### src/rtl/dpa_pkg.sv
package dpa_pkg;

  typedef enum logic [1:0] {
    GRANT_NONE  = 2'd0,
    GRANT_LEFT  = 2'd1,
    GRANT_RIGHT = 2'd2
  } grant_e;

  // Winner of a fresh collision: the port already in place keeps it, ties go left.
  function automatic grant_e pick_winner(input logic l_held, input logic r_held);
    if (r_held && !l_held) return GRANT_RIGHT;
    return GRANT_LEFT;
  endfunction

  // Next arbitration state from mode, match and the current state.
  function automatic grant_e next_grant(input logic master, input logic match,
                                        input grant_e cur, input logic l_held,
                                        input logic r_held);
    if (!master || !match) return GRANT_NONE;
    if (cur != GRANT_NONE) return cur;
    return pick_winner(l_held, r_held);
  endfunction

  // Port index 0 is left, 1 is right: is that port the loser in state g?
  function automatic logic port_blocked(input grant_e g, input int unsigned idx);
    if (idx == 0) return (g == GRANT_RIGHT);
    return (g == GRANT_LEFT);
  endfunction

endpackage

### src/rtl/dpa_port_track.sv
module dpa_port_track #(
  parameter int unsigned CMP_W = 14
) (
  input  logic             clk,
  input  logic             rst_n,
  input  logic             ce_n,
  input  logic [CMP_W-1:0] addr,
  output logic             held
);
  logic             prev_act;
  logic [CMP_W-1:0] prev_addr;

  always_ff @(posedge clk or negedge rst_n) begin
    if (!rst_n) begin
      prev_act  <= 1'b0;
      prev_addr <= '0;
    end else begin
      prev_act  <= !ce_n;
      prev_addr <= addr;
    end
  end

  // Active now on the same address it was active on last cycle.
  assign held = !ce_n && prev_act && (prev_addr == addr);

endmodule

### src/rtl/dpa_grant_fsm.sv
module dpa_grant_fsm
  import dpa_pkg::*;
(
  input  logic   clk,
  input  logic   rst_n,
  input  logic   master,
  input  logic   match,
  input  logic   l_held,
  input  logic   r_held,
  output grant_e grant_q,
  output grant_e grant_nxt
);
  assign grant_nxt = next_grant(master, match, grant_q, l_held, r_held);

  always_ff @(posedge clk or negedge rst_n) begin
    if (!rst_n) grant_q <= GRANT_NONE;
    else        grant_q <= grant_nxt;
  end


  later_port_loses_chk: assert property (@(posedge clk) disable iff (!rst_n)
    (master && match && grant_q == GRANT_NONE && r_held && !l_held)
      |=> grant_q == GRANT_RIGHT);


  tie_goes_left_chk: assert property (@(posedge clk) disable iff (!rst_n)
    (master && match && grant_q == GRANT_NONE && !r_held && !l_held)
      |=> grant_q == GRANT_LEFT);


  grant_holds_chk: assert property (@(posedge clk) disable iff (!rst_n)
    (master && match && grant_q != GRANT_NONE) |=> $stable(grant_q));

endmodule

### src/rtl/dpa_write_gate.sv
module dpa_write_gate (
  input  logic clk,
  input  logic rst_n,
  input  logic master,
  input  logic ce_n,
  input  logic we_n,
  input  logic lost_nxt,
  input  logic busy_in_n,
  output logic wr_en_q
);
  logic wr_req;
  logic allow;

  assign wr_req = !ce_n && !we_n;
  assign allow  = master ? !lost_nxt : busy_in_n;

  always_ff @(posedge clk or negedge rst_n) begin
    if (!rst_n) wr_en_q <= 1'b0;
    else        wr_en_q <= wr_req && allow;
  end


  slave_inhibit_chk: assert property (@(posedge clk) disable iff (!rst_n)
    (!master && !busy_in_n) |=> !wr_en_q);

endmodule

### src/rtl/dpa_arbiter.sv
module dpa_arbiter
  import dpa_pkg::*;
#(
  parameter int unsigned ADDR_W = 14,
  parameter int unsigned CMP_W  = ADDR_W
) (
  input  logic              clk,
  input  logic              rst_n,
  input  logic              master_sel,
  input  logic              left_ce_n,
  input  logic              left_we_n,
  input  logic [ADDR_W-1:0] left_addr,
  input  logic              left_busy_in_n,
  output logic              left_busy_n,
  output logic              left_wr_en,
  input  logic              right_ce_n,
  input  logic              right_we_n,
  input  logic [ADDR_W-1:0] right_addr,
  input  logic              right_busy_in_n,
  output logic              right_busy_n,
  output logic              right_wr_en
);
  localparam int unsigned NPORT = 2;

  logic [NPORT-1:0] ce_n_v;
  logic [NPORT-1:0] we_n_v;
  logic [NPORT-1:0] bin_n_v;
  logic [NPORT-1:0] held_v;
  logic [NPORT-1:0] wr_v;
  logic [CMP_W-1:0] addr_v [NPORT];

  assign ce_n_v  = {right_ce_n, left_ce_n};
  assign we_n_v  = {right_we_n, left_we_n};
  assign bin_n_v = {right_busy_in_n, left_busy_in_n};
  assign addr_v[0] = left_addr[CMP_W-1:0];
  assign addr_v[1] = right_addr[CMP_W-1:0];

  // Collision: both enabled on the same compared address bits.
  logic match;
  assign match = !ce_n_v[0] && !ce_n_v[1] && (addr_v[0] == addr_v[1]);

  grant_e grant_q;
  grant_e grant_nxt;

  genvar g;
  generate
    for (g = 0; g < NPORT; g++) begin : g_port
      dpa_port_track #(.CMP_W(CMP_W)) u_track (
        .clk   (clk),
        .rst_n (rst_n),
        .ce_n  (ce_n_v[g]),
        .addr  (addr_v[g]),
        .held  (held_v[g])
      );

      dpa_write_gate u_gate (
        .clk       (clk),
        .rst_n     (rst_n),
        .master    (master_sel),
        .ce_n      (ce_n_v[g]),
        .we_n      (we_n_v[g]),
        .lost_nxt  (port_blocked(grant_nxt, g)),
        .busy_in_n (bin_n_v[g]),
        .wr_en_q   (wr_v[g])
      );
    end
  endgenerate

  dpa_grant_fsm u_fsm (
    .clk       (clk),
    .rst_n     (rst_n),
    .master    (master_sel),
    .match     (match),
    .l_held    (held_v[0]),
    .r_held    (held_v[1]),
    .grant_q   (grant_q),
    .grant_nxt (grant_nxt)
  );

  assign left_busy_n  = !port_blocked(grant_q, 0);
  assign right_busy_n = !port_blocked(grant_q, 1);
  assign left_wr_en   = wr_v[0];
  assign right_wr_en  = wr_v[1];


  no_match_idle_chk: assert property (@(posedge clk) disable iff (!rst_n)
    (left_ce_n || right_ce_n || (left_addr[CMP_W-1:0] != right_addr[CMP_W-1:0]))
      |=> (left_busy_n && right_busy_n));


  busy_exclusive_chk: assert property (@(posedge clk) disable iff (!rst_n)
    (left_busy_n || right_busy_n));


  left_loser_no_write_chk: assert property (@(posedge clk) disable iff (!rst_n)
    !left_busy_n |-> !left_wr_en);


  right_loser_no_write_chk: assert property (@(posedge clk) disable iff (!rst_n)
    !right_busy_n |-> !right_wr_en);


  slave_no_busy_chk: assert property (@(posedge clk) disable iff (!rst_n)
    !master_sel |=> (left_busy_n && right_busy_n));

endmodule

### config.mk
export PLATFORM = sky130hd
export DESIGN_NAME = dpa_arbiter
export DESIGN_NICKNAME = d
export VERILOG_FILES = /design/src/rtl/dpa_pkg.sv /design/src/rtl/dpa_port_track.sv /design/src/rtl/dpa_grant_fsm.sv /design/src/rtl/dpa_write_gate.sv /design/src/rtl/dpa_arbiter.sv
export SDC_FILE = /design/constraint.sdc
export NUM_CORES = 1
export LEC_CHECK = 0
export BUFFER_PORTS_ARGS = -buffer_cell sky130_fd_sc_hd__buf_2
export CAP_MARGIN = 5
export CORE_ASPECT_RATIO = 1.75
export CORE_MARGIN = 4
export CORE_UTILIZATION = 37
export DETAILED_ROUTE_END_ITERATION = 10
export GPL_TIMING_DRIVEN = 0
export SLEW_MARGIN = 20
export SYNTH_ARGS = -nofsm -noshare
export SYNTH_HDL_FRONTEND = slang
export SYNTH_SLANG_ARGS = --single-unit
### constraint.sdc
create_clock -name clk -period 1.5 [get_ports clk]
set_input_delay 0.075 -clock clk [delete_from_list [all_inputs] [get_ports clk]]
set_output_delay 0.075 -clock clk [all_outputs]
set_load 0.005 [all_outputs]
==> results.md, run 1 <==
* Layout net count at roughly 230
* Iteration-0 DRC count of the detailed router at 8
* Sequential cell area at ~850 um^2
* Largest stage delay, worst path at between 0.4 and 0.5 ns
* Die height at ~90 um
* Die width at ~55 um
* Total half-perimeter wirelength after legalization and detailed placement at 2325 um
* Max-cap check violation count at 0
* Class of the tightest hold or removal check: in2reg
* Avg WL per Cell at 13.93 um
* Largest net degree at the start of global routing at 35
* Clock edge transition at the registers on the reported setup and hold paths at approximately 0.070 ns
* Worst setup path end: u_fsm.grant_q[0]
* # diodes at 0
* Setup violations, final at 4
* Pre-CTS setup slack at -0.2046 ns
* Critical path launch point: g_port[1].u_track.prev_addr[13]
* GRT Util Overall at 15.79%
* Antenna violations before repair at 0
* Largest family of logic cells by synthesized area: XOR/XNOR gates
* Quantity of I/O buffers inserted on ports at 40
* Share of flip-flops with an asynchronous set or reset after synthesis at 100.0%
* Library cells used by synthesis at 22
* Buffer levels on the longest clock path at 2
* Latest clock arrival within the worst-skew pair at 0.29 ns
* Synthesized-area fraction occupied by xor and xnor cells at 25.81%
* Time the final worst path needs with I/O delays and setup at 1.664 ns
* Cell class contributing the biggest share of worst-path delay: simple AND/OR/NAND/NOR gates
* Fraction of layout cells with a size suffix above 1 at a little under 30%
* Vias in the first global route at about 1300
* Worst R2R End: u_fsm.grant_q[0]
* Routing usage on met3 at 3.642%
* DR vias/cell at 4.591
* H-Tree Depth at 2
* Number of cells on the critical path at 5
* Dominant cells by area after synthesis: sky130_fd_sc_hd__dfrtp_1 60%, sky130_fd_sc_hd__xnor2_1 17%, sky130_fd_sc_hd__xor2_1 8.6%
* Critical path type: reg2reg
* Cell Chain, Critical Path: xor2_1 > nor4_2 > nand4_1 > or3_4 > and3_4
* Power density over the cells at 924.9 nW/um^2
* DRC violation count after routing at 0
* Final worst setup slack at -0.1640 ns
* Layer with the highest usage after global routing: met2
* Buffering stage count on the worst path with inverters included at 0
* Vias after detailed routing at about 1100
* Remaining max-slew budget at the tightest pin at 50.04%
* Endpoints failing hold at 0
* Clk root buf: sky130_fd_sc_hd__clkbuf_8
* Most used standard cells in the synthesized netlist: 34 x sky130_fd_sc_hd__dfrtp_1, 28 x sky130_fd_sc_hd__xnor2_1, 14 x sky130_fd_sc_hd__xor2_1
* Worst hold slack after final layout at 0.02453 ns
* Layout-stage area growth over the synthesis result at 48.90%
* Prevailing post-synth register cell: sky130_fd_sc_hd__dfrtp_1
* Post-Synthesis Cell Area at roughly 1400 um^2
* Simple-Gate Fraction of Synth Area at 11.15%
* Kind of end point of the critical path: flip-flop
* Total I/O pin count at 41
* Fillers at 322
* Mapped Avg Cell Area at ~13 um^2
* Number of enable flip-flop cells after synthesis at 0
* Net count of the mapped netlist at between 100 and 150
* Max-slew violation total from the final report at 0
* # clock sinks at 34
* GR Util met1 at 16.68%
* Rows at 29
* Area of combinational cells with multiple inputs at 583.1 um^2
* Flops & latches, synth at 34
* Arrival time worst endpoint at roughly 1.9 ns
* Met2 track utilization from global routing at 26.78%
* Startpoint type of the worst setup path: flip-flop
* Required time of the worst setup path at 1.68 ns
* Synth area leader: sky130_fd_sc_hd__dfrtp_1
* Number of nets still failing antenna checks after routing at 0
* Adder and majority gate portion of the synthesized area at 0%
* Final Skew at 0.006620 ns
* FF-to-FF path depth at 5
* Highest attainable clock frequency at 601.0 MHz
* Unrepaired setup endpoints after global routing: true
* Core region area at ~3700 um^2
* Fraction of the mapped netlist area in compound gates at 2.546%
* CTS tree: yes
* Wire length of the first global-routing pass at between 5000 and 6000 um
* Global route total overflow at 0
* Count of synthesis-stage warnings from yosys at 0
* Launch point of the worst reg-to-reg path: g_port[1].u_track.prev_addr[13]
* Cell with the most instances after synthesis: sky130_fd_sc_hd__dfrtp_1
* Seq/Total Area, Yosys at 59.70%
* Drt first pass iters at 2
* Area share of the largest cell type after synthesis at 59.70%
* Library cell contributing the largest single delay on the critical path: sky130_fd_sc_hd__or3_4
* Result of the run: complete, but fails checks
* Full die area at roughly 4900 um^2
* Largest vdd supply drop at 0.6471 mV
* Part of the cycle the worst path needs at 110.9%
* Total leakage power at a little over 0.9 nW
* Worst Tran Pin Value at 0.7495 ns
* Global placer's final weighted congestion at between 0.7 and 0.8
* Failing checks: setup timing
* Synthesized netlist cell count at 108
* Top fanout value on the critical path at 3
* Setup slack, reg-to-reg at -0.16 ns
* Starting utilization of the core area at 38.89%
* Multiplexer share of the synthesized area at 0%
* Total wire length after detailed routing at approximately 3300 um
* Number of buffers inserted during clock tree synthesis at 5
==> layout make-up <==
class	count	area share (%)
sequential	34	40.09
multi-input combinational	71	27.48
timing repair buffer	73	24.88
clock buffer	7	4.068
tap	46	2.712
inverter	3	0.5307
clock inverter	1	0.2358
==> routing by layer <==
layer,wire (um),share of wire [%]
met1,1180,36
met2,1832,56
met3,156,4.8
met4,104,3.2
met5,0,0
==> flip-flops by register name, summed over array words and instances (netlist names) <==
register / flops
g_port.u_track.prev_addr: 28
g_port.u_gate.wr_en_q: 2
g_port.u_track.prev_act: 2
u_fsm.grant_q: 2
==> timing repair <==
action | in CTS | in global routing
endpoints found under the setup margin | 4 | 4
buffers inserted | 1 | 1
hold endpoints to repair | 65 | 0
hold buffers | 32 | 0
resized for setup | 0 | 4
pin swaps | 7 | 2
==> worst reg2reg max path, stage by stage, from the launching register on <==
cell,delay (ns)
sky130_fd_sc_hd__dfrtp_1,0.37
sky130_fd_sc_hd__xor2_1,0.16
sky130_fd_sc_hd__nor4_2,0.27
sky130_fd_sc_hd__nand4_1,0.17
sky130_fd_sc_hd__or3_4,0.42
sky130_fd_sc_hd__and3_4,0.17
==> layout by cell type (no fill, tap or decap), drive strengths merged, types with 2 or more instances in the layout <==
master       Yosys  final
buf              0     41
dfrtp           34     34
dlygate4sd3      0     32
xnor2           28     28
xor2            14     14
nand4            7      7
clkbuf           0      7
nor4             4      4
inv              3      3
nor2             3      3
nand3            2      2
==> worst min-delay path by stage <==
stage,startpoint,endpoint,slack (ns),depth (start not counted)
CTS,right_we_n,g_port[1].u_gate.wr_en_q,0.02,4
floorplan,rst_n,g_port[0].u_gate.wr_en_q,-0.22,0
detailed placement,rst_n,g_port[1].u_track.prev_addr[13],0.18,1
finish,right_we_n,g_port[1].u_gate.wr_en_q,0.02,4
global route,right_we_n,g_port[1].u_gate.wr_en_q,0.04,4
global placement,rst_n,g_port[1].u_track.prev_addr[13],0.17,1
==> where the power goes <==
part / internal [mW] / switching [mW]
Clock: 0.370 / 0.320
Sequential: 0.961 / 0.0184
Combinational: 0.165 / 0.130
==> cell families after synthesis <==
family	Yosys count
xor+xnor	42
flops	34
simple gates	24
compound gates	5
buf+inv	3
==> stage by stage <==
step | area (um^2) | cells | util, % | power (mW) | setup TNS (ns)
after floorplan | 1425 | 108 | - | 1.101 | -0.03679
after global placement | 1683 | 194 | 45.92 | 1.216 | -0.5140
after detailed placement | 1683 | 194 | 45.92 | 1.225 | -0.5552
after CTS | 2102 | 235 | 57.36 | 1.986 | -0.5010
after global routing | 2122 | 235 | 57.90 | 2.061 | -0.6497
final | 2122 | 235 | 57.90 | 1.963 | -0.4555
Power figures use the tool's default switching activity.
==> run 2: changes to the inputs <==
CORE_MARGIN = 5   (was 4)
SYNTH_HIERARCHICAL = 1   (was not set)
==> run 2 against run 1 <==
Sequential power is essentially flat. Final cell count up 3.0%. Synthesized cell count increased by 2.8%. Global-route usage fell by 1.2 points. The run still ends with setup timing left.
==> results.md, run 2 <==
* Power density over the cells at 900.2 nW/um^2 (was 924.9 nW/um^2)
* Cell with the most instances after synthesis: sky130_fd_sc_hd__xnor2_1 (was sky130_fd_sc_hd__dfrtp_1)
* Total I/O pin count at 41 (unchanged)
* Full die area at 5344 um^2 (was 4948 um^2)
* Largest family of logic cells by synthesized area: XOR/XNOR gates (unchanged)
* Remaining max-slew budget at the tightest pin at 51.09% (was 50.04%)
* DR vias/cell at 4.500 (was 4.591)
* Class of the tightest hold or removal check: in2reg (unchanged)
* Setup violations, final at 4 (unchanged)
* Rows at 30 (was 29)
* Utilization after layout at 56.73% (was 57.90%)
* Number of enable flip-flop cells after synthesis at 0 (unchanged)
* Endpoints failing hold at 0 (unchanged)
* Synth area leader: sky130_fd_sc_hd__dfrtp_1 (unchanged)
* Global route total overflow at 0 (unchanged)
* Prevailing post-synth register cell: sky130_fd_sc_hd__dfrtp_1 (unchanged)
* Worst Tran Pin Value at 0.7337 ns (was 0.7495 ns)
* Max-slew violation total from the final report at 0 (unchanged)
* Wire length of the first global-routing pass at 5823 um (was 5602 um)
* Antenna violations before repair at 0 (unchanged)
* DRC violation count after routing at 0 (unchanged)
* Share of flip-flops with an asynchronous set or reset after synthesis at 100.0% (unchanged)
* Arrival time worst endpoint at 2.20 ns (was 1.85 ns)
* CTS tree: yes (unchanged)
* Power after layout at 1.974 mW (was 1.963 mW)
* Synthesized netlist cell count at 111 (was 108)
* Largest net degree at the start of global routing at 35 (unchanged)
* Vias in the first global route at 1267 (was 1263)
* Synthesized-area fraction occupied by xor and xnor cells at 25.24% (was 25.81%)
* Layout-stage area growth over the synthesis result at 50.47% (was 48.90%)
* Number of cells on the worst hold path at 2 (was 4)
* Mapped Avg Cell Area at 13.13 um^2 (was 13.20 um^2)
* Flip-flop count of the largest register after layout at 28 (unchanged)
* Iteration-0 DRC count of the detailed router at 10 (was 8)
* Result of the run: complete, but fails checks (unchanged)
* Buffer levels on the longest clock path at 2 (unchanged)
* # diodes at 0 (unchanged)
* Most used standard cells in the synthesized netlist: 42 x sky130_fd_sc_hd__xnor2_1, 34 x sky130_fd_sc_hd__dfrtp_1, 9 x sky130_fd_sc_hd__nand4_1 (was 34 x sky130_fd_sc_hd__dfrtp_1, 28 x sky130_fd_sc_hd__xnor2_1, 14 x sky130_fd_sc_hd__xor2_1)
* Seq/Total Area, Yosys at 58.37% (was 59.70%)
* Failing checks: setup timing (unchanged)
* Required time of the worst setup path at 1.69 ns (was 1.68 ns)
* Critical path type: reg2reg (unchanged)
* Layout net count at 230 (was 225)
* Final Skew at 0.002588 ns (was 0.006620 ns)
* Global placer's final weighted congestion at 0.7754 (was 0.7993)
* Number of buffers inserted during clock tree synthesis at 5 (unchanged)
* Fraction of layout cells with a size suffix above 1 at 29.38% (was 29.10%)
* Core region area at 3866 um^2 (was 3665 um^2)
* Time the final worst path needs with I/O delays and setup at 2.008 ns (was 1.664 ns)
* Register containing the most flip-flops in the final layout: g_port.u_track/prev_addr (was g_port.u_track.prev_addr)
* Clock edge transition at the registers on the reported setup and hold paths at 0.07 ns (about the same)
* Area share of the largest cell type after synthesis at 58.37% (was 59.70%)
* FF-to-FF path depth at 8 (was 5)
* Max-cap check violation count at 0 (unchanged)
* Adder and majority gate portion of the synthesized area at 0% (unchanged)
* Vias after detailed routing at 1089 (was 1079)
* Starting utilization of the core area at 37.70% (was 38.89%)
* Count of synthesis-stage warnings from yosys at 6 (was 0)
* Most used cells in the layout excluding fill and tap cells: 42 x sky130_fd_sc_hd__xnor2_1, 40 x sky130_fd_sc_hd__buf_2, 34 x sky130_fd_sc_hd__dfrtp_1 (was 40 x sky130_fd_sc_hd__buf_2, 34 x sky130_fd_sc_hd__dfrtp_1, 32 x sky130_fd_sc_hd__dlygate4sd3_1)
* Highest attainable clock frequency at 498.1 MHz (was 601.0 MHz)
* Latest clock arrival within the worst-skew pair at 0.28 ns (was 0.29 ns)
* Quantity of I/O buffers inserted on ports at 40 (unchanged)
* Library cells used by synthesis at 13 (was 22)
* Part of the cycle the worst path needs at 133.8% (was 110.9%)
* Net count of the mapped netlist at 148 (was 145)
* Total leakage power at 0.9543 nW (was 0.9090 nW)
* Flops & latches, synth at 34 (unchanged)
* Post-Synthesis Cell Area at 1458 um^2 (was 1425 um^2)
* Top fanout value on the critical path at 3 (unchanged)
* Fraction of the mapped netlist area in compound gates at 2.747% (was 2.546%)
* Dominant cells by area after synthesis: sky130_fd_sc_hd__dfrtp_1 58%, sky130_fd_sc_hd__xnor2_1 25%, sky130_fd_sc_hd__nand4_1 3.9% (was sky130_fd_sc_hd__dfrtp_1 60%, sky130_fd_sc_hd__xnor2_1 17%, sky130_fd_sc_hd__xor2_1 8.6%)
* Unrepaired setup endpoints after global routing: true (unchanged)
* Final worst setup slack at -0.5077 ns (was -0.1640 ns)
* Total half-perimeter wirelength after legalization and detailed placement at 2388 um (was 2325 um)
* Die height at 93.03 um (was 90.10 um)
* Avg WL per Cell at 13.92 um (was 13.93 um)
* Largest vdd supply drop at 0.7239 mV (was 0.6471 mV)
* Total wire length after detailed routing at 3368 um (was 3273 um)
* Multiplexer share of the synthesized area at 0% (unchanged)
* Simple-Gate Fraction of Synth Area at 12.88% (was 11.15%)
* Leading cell type in the layout, fill and taps excluded: sky130_fd_sc_hd__xnor2_1 (was sky130_fd_sc_hd__buf_2)
* H-Tree Depth at 2 (unchanged)
* Die width at 57.45 um (was 54.92 um)
* # clock sinks at 34 (unchanged)
* Startpoint type of the worst setup path: flip-flop (unchanged)
* Clk root buf: sky130_fd_sc_hd__clkbuf_8 (unchanged)
* Kind of end point of the critical path: flip-flop (unchanged)
* Number of nets still failing antenna checks after routing at 0 (unchanged)
* GRT Util Overall at 14.63% (was 15.79%)
* Drt first pass iters at 2 (unchanged)
-- run 2: cell types whose count changed after synthesis, sizes merged, moves of 2 or more --
cell / delta
xor2: -14
nor2: -2
nand4: +2
nor2b: +3
xnor2: +14
o211a: +2
a211oi: +2
nand2b: +5
-- run 2: metal layers --
| layer | part of all wire [%] | GRT usage [%] | routed length, um | vias to the layer above |
|---|---|---|---|---|
| met1 | 35 | 14.81 | 1178 | 520 |
| met3 | 5.4 | 3.867 | 182 | 8 |
| met2 | 57 | 26.51 | 1927 | 27 |
| met5 | 0 | 0 | 0 | - |
| met4 | 2.3 | 7.544 | 79 | 0 |
| li1 | - | - | - | 534 |
-- run 2: worst max-delay path, stage by stage, from the launching register on --
cell and delay [ns]:
sky130_fd_sc_hd__dfrtp_1 0.38, sky130_fd_sc_hd__xnor2_1 0.17, sky130_fd_sc_hd__nand4_1 0.17, sky130_fd_sc_hd__nor4_4 0.36
sky130_fd_sc_hd__nor3b_2 0.07, sky130_fd_sc_hd__o211a_1 0.25, sky130_fd_sc_hd__nor2b_1 0.14, sky130_fd_sc_hd__nand2b_4 0.13
sky130_fd_sc_hd__a211oi_2 0.25
-- run 2: final timing paths --
check                                               start                              end  slack [ns]
min in group asynchronous                           rst_n   g_port[0].u_track/prev_addr[1]        0.39
setup reg to reg           g_port[0].u_track/prev_addr[8]         g_port[0].u_gate/wr_en_q       -0.51
hold / removal                                  left_ce_n         g_port[0].u_gate/wr_en_q        0.02
max in group asynchronous                           rst_n  g_port[1].u_track/prev_addr[10]        0.64
setup / recovery           g_port[0].u_track/prev_addr[8]         g_port[0].u_gate/wr_en_q       -0.51
hold reg to reg                          u_fsm/grant_q[1]                 u_fsm/grant_q[1]        0.63
-- run 2: power breakdown --
group	internal (mW)	total [mW]	switching, mW
Sequential	0.961	0.979	0.0186
Clock	0.370	0.681	0.311
Combinational	0.178	0.314	0.137
Total	1.51	1.97	0.466
-- run 2: cells by family after synthesis --
family | count (synthesis)
DFF | 34
AOI/OAI and AO/OA | 5
and+or+nand+nor | 27
buffers and inverters | 3
xor gates and xnor gates | 42
-- run 2: per-stage QoR --
stage / setup TNS (ns) / std cells / hold WS (ns) / worst slack [ns] / area, um^2
after floorplan: -0.4047 / 111 / -0.2206 / -0.2211 / 1458
after global placement: -0.9276 / 199 / 0.1721 / -0.4481 / 1718
after detailed placement: -1.066 / 199 / 0.1840 / -0.5490 / 1718
after CTS: -1.080 / 241 / 0.001375 / -0.4643 / 2166
after global routing: -1.699 / 242 / 0.01399 / -0.6497 / 2193
final: -1.152 / 242 / 0.01692 / -0.5077 / 2193
-- run 2: what timing repair did --
action | 4_1_cts | 5_1_grt
pin swaps | 4 | 9
buffers inserted | 1 | 1
hold buffers | 33 | 0
gates resized for setup | 3 | 3
hold endpoints to repair | 66 | 0
setup endpoints to repair | 4 | 4
-- run 2: layout make-up --
| cell class | count | area (um^2) |
|---|---|---|
| clock buffer | 7 | 86.33 |
| clock inverter | 1 | 5.005 |
| fill | 342 | 1673 |
| inverter | 3 | 11.26 |
| multi-input combinational | 74 | 634.4 |
| sequential | 34 | 850.8 |
| tap | 48 | 60.06 |
| timing repair buffer | 75 | 545.5 |
==> run 3: changes to the inputs <==
--- a/config.mk
+++ b/config.mk
@@ -7,2 +7,3 @@
 export LEC_CHECK = 0
+export ABC_AREA = 1
 export BUFFER_PORTS_ARGS = -buffer_cell sky130_fd_sc_hd__buf_2
@@ -14,3 +15,2 @@
 export GPL_TIMING_DRIVEN = 0
-export SLEW_MARGIN = 20
 export SYNTH_ARGS = -nofsm -noshare
--- a/constraint.sdc
+++ b/constraint.sdc
@@ -3,2 +3,2 @@
 set_output_delay 0.075 -clock clk [all_outputs]
-set_load 0.005 [all_outputs]
+set_load 0.01 [all_outputs]
==> run 3 against run 2 <==
The flow still finishes with violations (setup timing). Cell area up 20%. Setup slack better by 0.37 ns. Global-route usage fell by 0.47 points. Largest power group unchanged.
==> results.md, run 3 <==
* Largest vdd supply drop at 0.5662 mV (was 0.7239 mV)
* Unrepaired setup endpoints after global routing: true (unchanged)
* Fillers at 541 (was 342)
* Number of cells on the worst hold path at 3 (was 2)
* Number of placed cells counting well taps at 396 (was 199)
* Largest stage delay, worst path at 0.38 ns (about the same)
* Power density over the cells at 771.8 nW/um^2 (was 900.2 nW/um^2)
* Global route total overflow at 0 (unchanged)
* Startpoint type of the worst setup path: flip-flop (unchanged)
* Top fanout value on the critical path at 3 (unchanged)
* Worst R2R End: g_port[1].u_gate/wr_en_q (was g_port[0].u_gate/wr_en_q)
* Total I/O pin count at 41 (unchanged)
* Cell Chain, Critical Path: nand2_1 > nand2_1 > inv_1 > nand2_1 > nor2_1 > nand2_1 > nor2_1 > inv_1 > nand2_2 > nand2_4 > a21oi_4 > inv_1 > nor2_1 > nand2_1 > nand2_1 > nor2_2 (was xnor2_1 > nand4_1 > nor4_4 > nor3b_2 > o211a_1 > nor2b_1 > nand2b_4 > a211oi_2)
* Register containing the most flip-flops in the final layout: g_port.u_track/prev_addr (unchanged)
* Area share of the largest cell type after synthesis at 44.21% (was 58.37%)
* Portion of total power attributed to the clock network at 34.3% (was 34.5%)
* Dominant cells by area after synthesis: sky130_fd_sc_hd__dfrtp_1 44%, sky130_fd_sc_hd__nand2_1 24%, sky130_fd_sc_hd__inv_1 18% (was sky130_fd_sc_hd__dfrtp_1 58%, sky130_fd_sc_hd__xnor2_1 25%, sky130_fd_sc_hd__nand4_1 3.9%)
* Most used standard cells in the synthesized netlist: 125 x sky130_fd_sc_hd__nand2_1, 92 x sky130_fd_sc_hd__inv_1, 34 x sky130_fd_sc_hd__dfrtp_1 (was 42 x sky130_fd_sc_hd__xnor2_1, 34 x sky130_fd_sc_hd__dfrtp_1, 9 x sky130_fd_sc_hd__nand4_1)
* Number of buffers inserted during clock tree synthesis at 5 (unchanged)
* Flip-flop count of the largest register after layout at 28 (unchanged)
* Total wire length after detailed routing at 4365 um (was 3368 um)
* Setup violations, final at 3 (was 4)
* Dpl cell area at 2192 um^2 (was 1718 um^2)
* CTS tree: yes (unchanged)
* Clock edge transition at the registers on the reported setup and hold paths at 0.07 ns (about the same)
* End of the worst hold path: g_port[0].u_gate/wr_en_q (unchanged)
* Latest clock arrival within the worst-skew pair at 0.29 ns (was 0.28 ns)
* Buffer levels on the longest clock path at 2 (unchanged)
* Flops & latches, synth at 34 (unchanged)
* Remaining max-slew budget at the tightest pin at 48.22% (was 51.09%)
* FF-to-FF path depth at 16 (was 8)
* Number of enable flip-flop cells after synthesis at 0 (unchanged)
* Largest net degree at the start of global routing at 35 (unchanged)
* Max-slew violation total from the final report at 0 (unchanged)
* Highest attainable clock frequency at 610.4 MHz (was 498.1 MHz)
* Vias after detailed routing at 1811 (was 1089)
* Count of synthesis-stage warnings from yosys at 6 (unchanged)
* Critical path type: reg2reg (unchanged)
* Avg WL per Cell at 9.989 um (was 13.92 um)
* Worst Tran Pin Value at 0.7767 ns (was 0.7337 ns)
* Power share of the sequential group at 48.1% (was 49.6%)
* Mapped Avg Cell Area at 6.372 um^2 (was 13.13 um^2)
* Endpoints failing hold at 0 (unchanged)
* Kind of end point of the critical path: flip-flop (unchanged)
* Final worst setup slack at -0.1382 ns (was -0.5077 ns)
* Finished Cell Area at 2643 um^2 (was 2193 um^2)
* Fraction of layout cells with a size suffix above 1 at 18.28% (was 29.38%)
* Part of the cycle the worst path needs at 109.2% (was 133.8%)
* # clock sinks at 34 (unchanged)
* Switching Share at 26.49% (was 23.63%)
* DRC violation count after routing at 0 (unchanged)
* Post-route insts no fill at 437 (was 242)
* Number of nets still failing antenna checks after routing at 0 (unchanged)
* Wire length of the first global-routing pass at 7458 um (was 5823 um)
* Quantity of I/O buffers inserted on ports at 40 (unchanged)
* Full die area at 6800 um^2 (was 5344 um^2)
* Rows at 34 (was 30)
* Launch point of the worst reg-to-reg path: g_port[0].u_track/prev_addr[13] (was g_port[0].u_track/prev_addr[8])
* Arrival time worst endpoint at 1.82 ns (was 2.20 ns)
* Iteration-0 DRC count of the detailed router at 39 (was 10)
* Die height at 105.4 um (was 93.03 um)
* Synth area leader: sky130_fd_sc_hd__dfrtp_1 (unchanged)
* Net count of the mapped netlist at 339 (was 148)
* Prevailing post-synth register cell: sky130_fd_sc_hd__dfrtp_1 (unchanged)
* Layout net count at 419 (was 230)
* Critical path launch point: g_port[0].u_track/prev_addr[13] (was g_port[0].u_track/prev_addr[8])
* Required time of the worst setup path at 1.68 ns (was 1.69 ns)
* Library cells used by synthesis at 13 (unchanged)
* Class of the tightest hold or removal check: in2reg (unchanged)
* H-Tree Depth at 2 (unchanged)
* Final-layout setup total negative slack at -0.2246 ns (was -1.152 ns)
* Pre-CTS setup slack at -0.2039 ns (was -0.5490 ns)
* Result of the run: complete, but fails checks (unchanged)
* Utilization after layout at 52.64% (was 56.73%)
* Vias in the first global route at 1787 (was 1267)
* Total half-perimeter wirelength after legalization and detailed placement at 3178 um (was 2388 um)
* Seq/Total Area, Yosys at 44.21% (was 58.37%)
* Clk root buf: sky130_fd_sc_hd__clkbuf_8 (unchanged)
* Antenna violations before repair at 0 (unchanged)
* Leading cell type in the layout, fill and taps excluded: sky130_fd_sc_hd__nand2_1 (was sky130_fd_sc_hd__xnor2_1)
* Buffering stage count on the worst path with inverters included at 3 (was 0)
* Library cell contributing the largest single delay on the critical path: sky130_fd_sc_hd__dfrtp_1 (unchanged)
* Most used cells in the layout excluding fill and tap cells: 121 x sky130_fd_sc_hd__nand2_1, 89 x sky130_fd_sc_hd__inv_1, 40 x sky130_fd_sc_hd__buf_2 (was 42 x sky130_fd_sc_hd__xnor2_1, 40 x sky130_fd_sc_hd__buf_2, 34 x sky130_fd_sc_hd__dfrtp_1)
* Cell class contributing the biggest share of worst-path delay: simple AND/OR/NAND/NOR gates (unchanged)
* CP most frequent cell: sky130_fd_sc_hd__nand2_1
* Part of the total power dissipated in combinational logic at 17.6% (was 15.9%)
* Starting utilization of the core area at 38.34% (was 37.70%)
* Final Skew at 0.006161 ns (was 0.002588 ns)
* Share of flip-flops with an asynchronous set or reset after synthesis at 100.0% (unchanged)
* GRT Util Overall at 14.16% (was 14.63%)
* Net switching power of the design at 540.2 uW (was 466.5 uW)
* Power after layout at 2.040 mW (was 1.974 mW)
* Core region area at 5020 um^2 (was 3866 um^2)
* Setup slack, reg-to-reg at -0.14 ns (was -0.51 ns)
* Failing checks: setup timing (unchanged)
* Drt first pass iters at 4 (was 2)
* # diodes at 0 (unchanged)
* Internal power summed over all cells at 1.499 mW (was 1.508 mW)
* Layout-stage area growth over the synthesis result at 37.32% (was 50.47%)
* Post-Synthesis Cell Area at 1924 um^2 (was 1458 um^2)
* Global placer's final weighted congestion at 0.7542 (was 0.7754)
* DR vias/cell at 4.144 (was 4.500)
* Cell with the most instances after synthesis: sky130_fd_sc_hd__nand2_1 (was sky130_fd_sc_hd__xnor2_1)
* Origin of the worst min-delay path: left_busy_in_n (was left_ce_n)
* Die width at 64.52 um (was 57.45 um)
* Max-cap check violation count at 0 (unchanged)
* Synthesized netlist cell count at 302 (was 111)
* Worst hold slack after final layout at 0.02025 ns (was 0.01692 ns)
* Total leakage power at 1.634 nW (was 0.9543 nW)
* Time the final worst path needs with I/O delays and setup at 1.638 ns (was 2.008 ns)
-- run 3: worst reg2reg max path, stage by stage, from the launching register on --
cell and delay, ns:
sky130_fd_sc_hd__dfrtp_1 0.38, sky130_fd_sc_hd__nand2_1 0.07, sky130_fd_sc_hd__nand2_1 0.05, sky130_fd_sc_hd__inv_1 0.04, sky130_fd_sc_hd__nand2_1 0.04, sky130_fd_sc_hd__nor2_1 0.10
sky130_fd_sc_hd__nand2_1 0.08, sky130_fd_sc_hd__nor2_1 0.10, sky130_fd_sc_hd__inv_1 0.05, sky130_fd_sc_hd__nand2_2 0.08, sky130_fd_sc_hd__nand2_4 0.06, sky130_fd_sc_hd__a21oi_4 0.16
sky130_fd_sc_hd__inv_1 0.05, sky130_fd_sc_hd__nor2_1 0.09, sky130_fd_sc_hd__nand2_1 0.06, sky130_fd_sc_hd__nand2_1 0.07, sky130_fd_sc_hd__nor2_2 0.03
-- run 3: cell type report --
cell class | count | area [um^2] | area share, %
Clock buffer | 7 | 86.33 | 3.267
Clock inverter | 1 | 5.005 | 0.1894
Inverter | 94 | 352.8 | 13.35
Multi-Input combinational cell | 174 | 754.5 | 28.55
Sequential cell | 34 | 850.8 | 32.20
Tap cell | 54 | 67.56 | 2.557
Timing Repair Buffer | 73 | 525.5 | 19.89
-- run 3: metal layers --
layer / up-vias / global-route usage (%) / share of wire, %
met2: 23 / 27.14 / 57
li1: 980 / - / -
met4: 0 / 5.900 / 1.5
met3: 4 / 2.769 / 3.3
met1: 804 / 14.43 / 38
met5: - / 0 / 0
-- run 3: power groups by stage --
stage | Clock (mW) | Combinational, mW | Sequential, mW
detailed placement | 0 | 0.299 | 0.998
floorplan | 0 | 0.161 | 0.996
global placement | 0 | 0.294 | 0.995
finish | 0.701 | 0.359 | 0.980
CTS | 0.726 | 0.364 | 0.980
global route | 0.757 | 0.416 | 0.986
-- run 3: how the worst max path moves through the flow --
stage | to | cells past startpoint | slack [ns]
CTS | g_port[1].u_gate/wr_en_q | 16 | -0.16
finish | g_port[1].u_gate/wr_en_q | 16 | -0.14
global placement | g_port[1].u_gate/wr_en_q | 16 | -0.18
detailed placement | g_port[1].u_gate/wr_en_q | 17 | -0.20
global route | g_port[1].u_gate/wr_en_q | 16 | -0.36
floorplan | g_port[1].u_gate/wr_en_q | 16 | 0.05
-- run 3: what timing repair did --
item | CTS | global route
hold buffers | 31 | 0
pin swaps | 2 | 9
hold endpoints to repair | 64 | 0
setup endpoints to repair | 2 | 4
gates resized for setup | 4 | 9
buffers inserted | 1 | 1
-- run 3: cells by family after synthesis --
kind of cell | count (synthesis) | synth area share, %
simple gates | 165 | 33.55
flops | 34 | 44.21
buf+inv | 94 | 18.34
compound gates | 1 | 0.2598
xor+xnor | 8 | 3.641
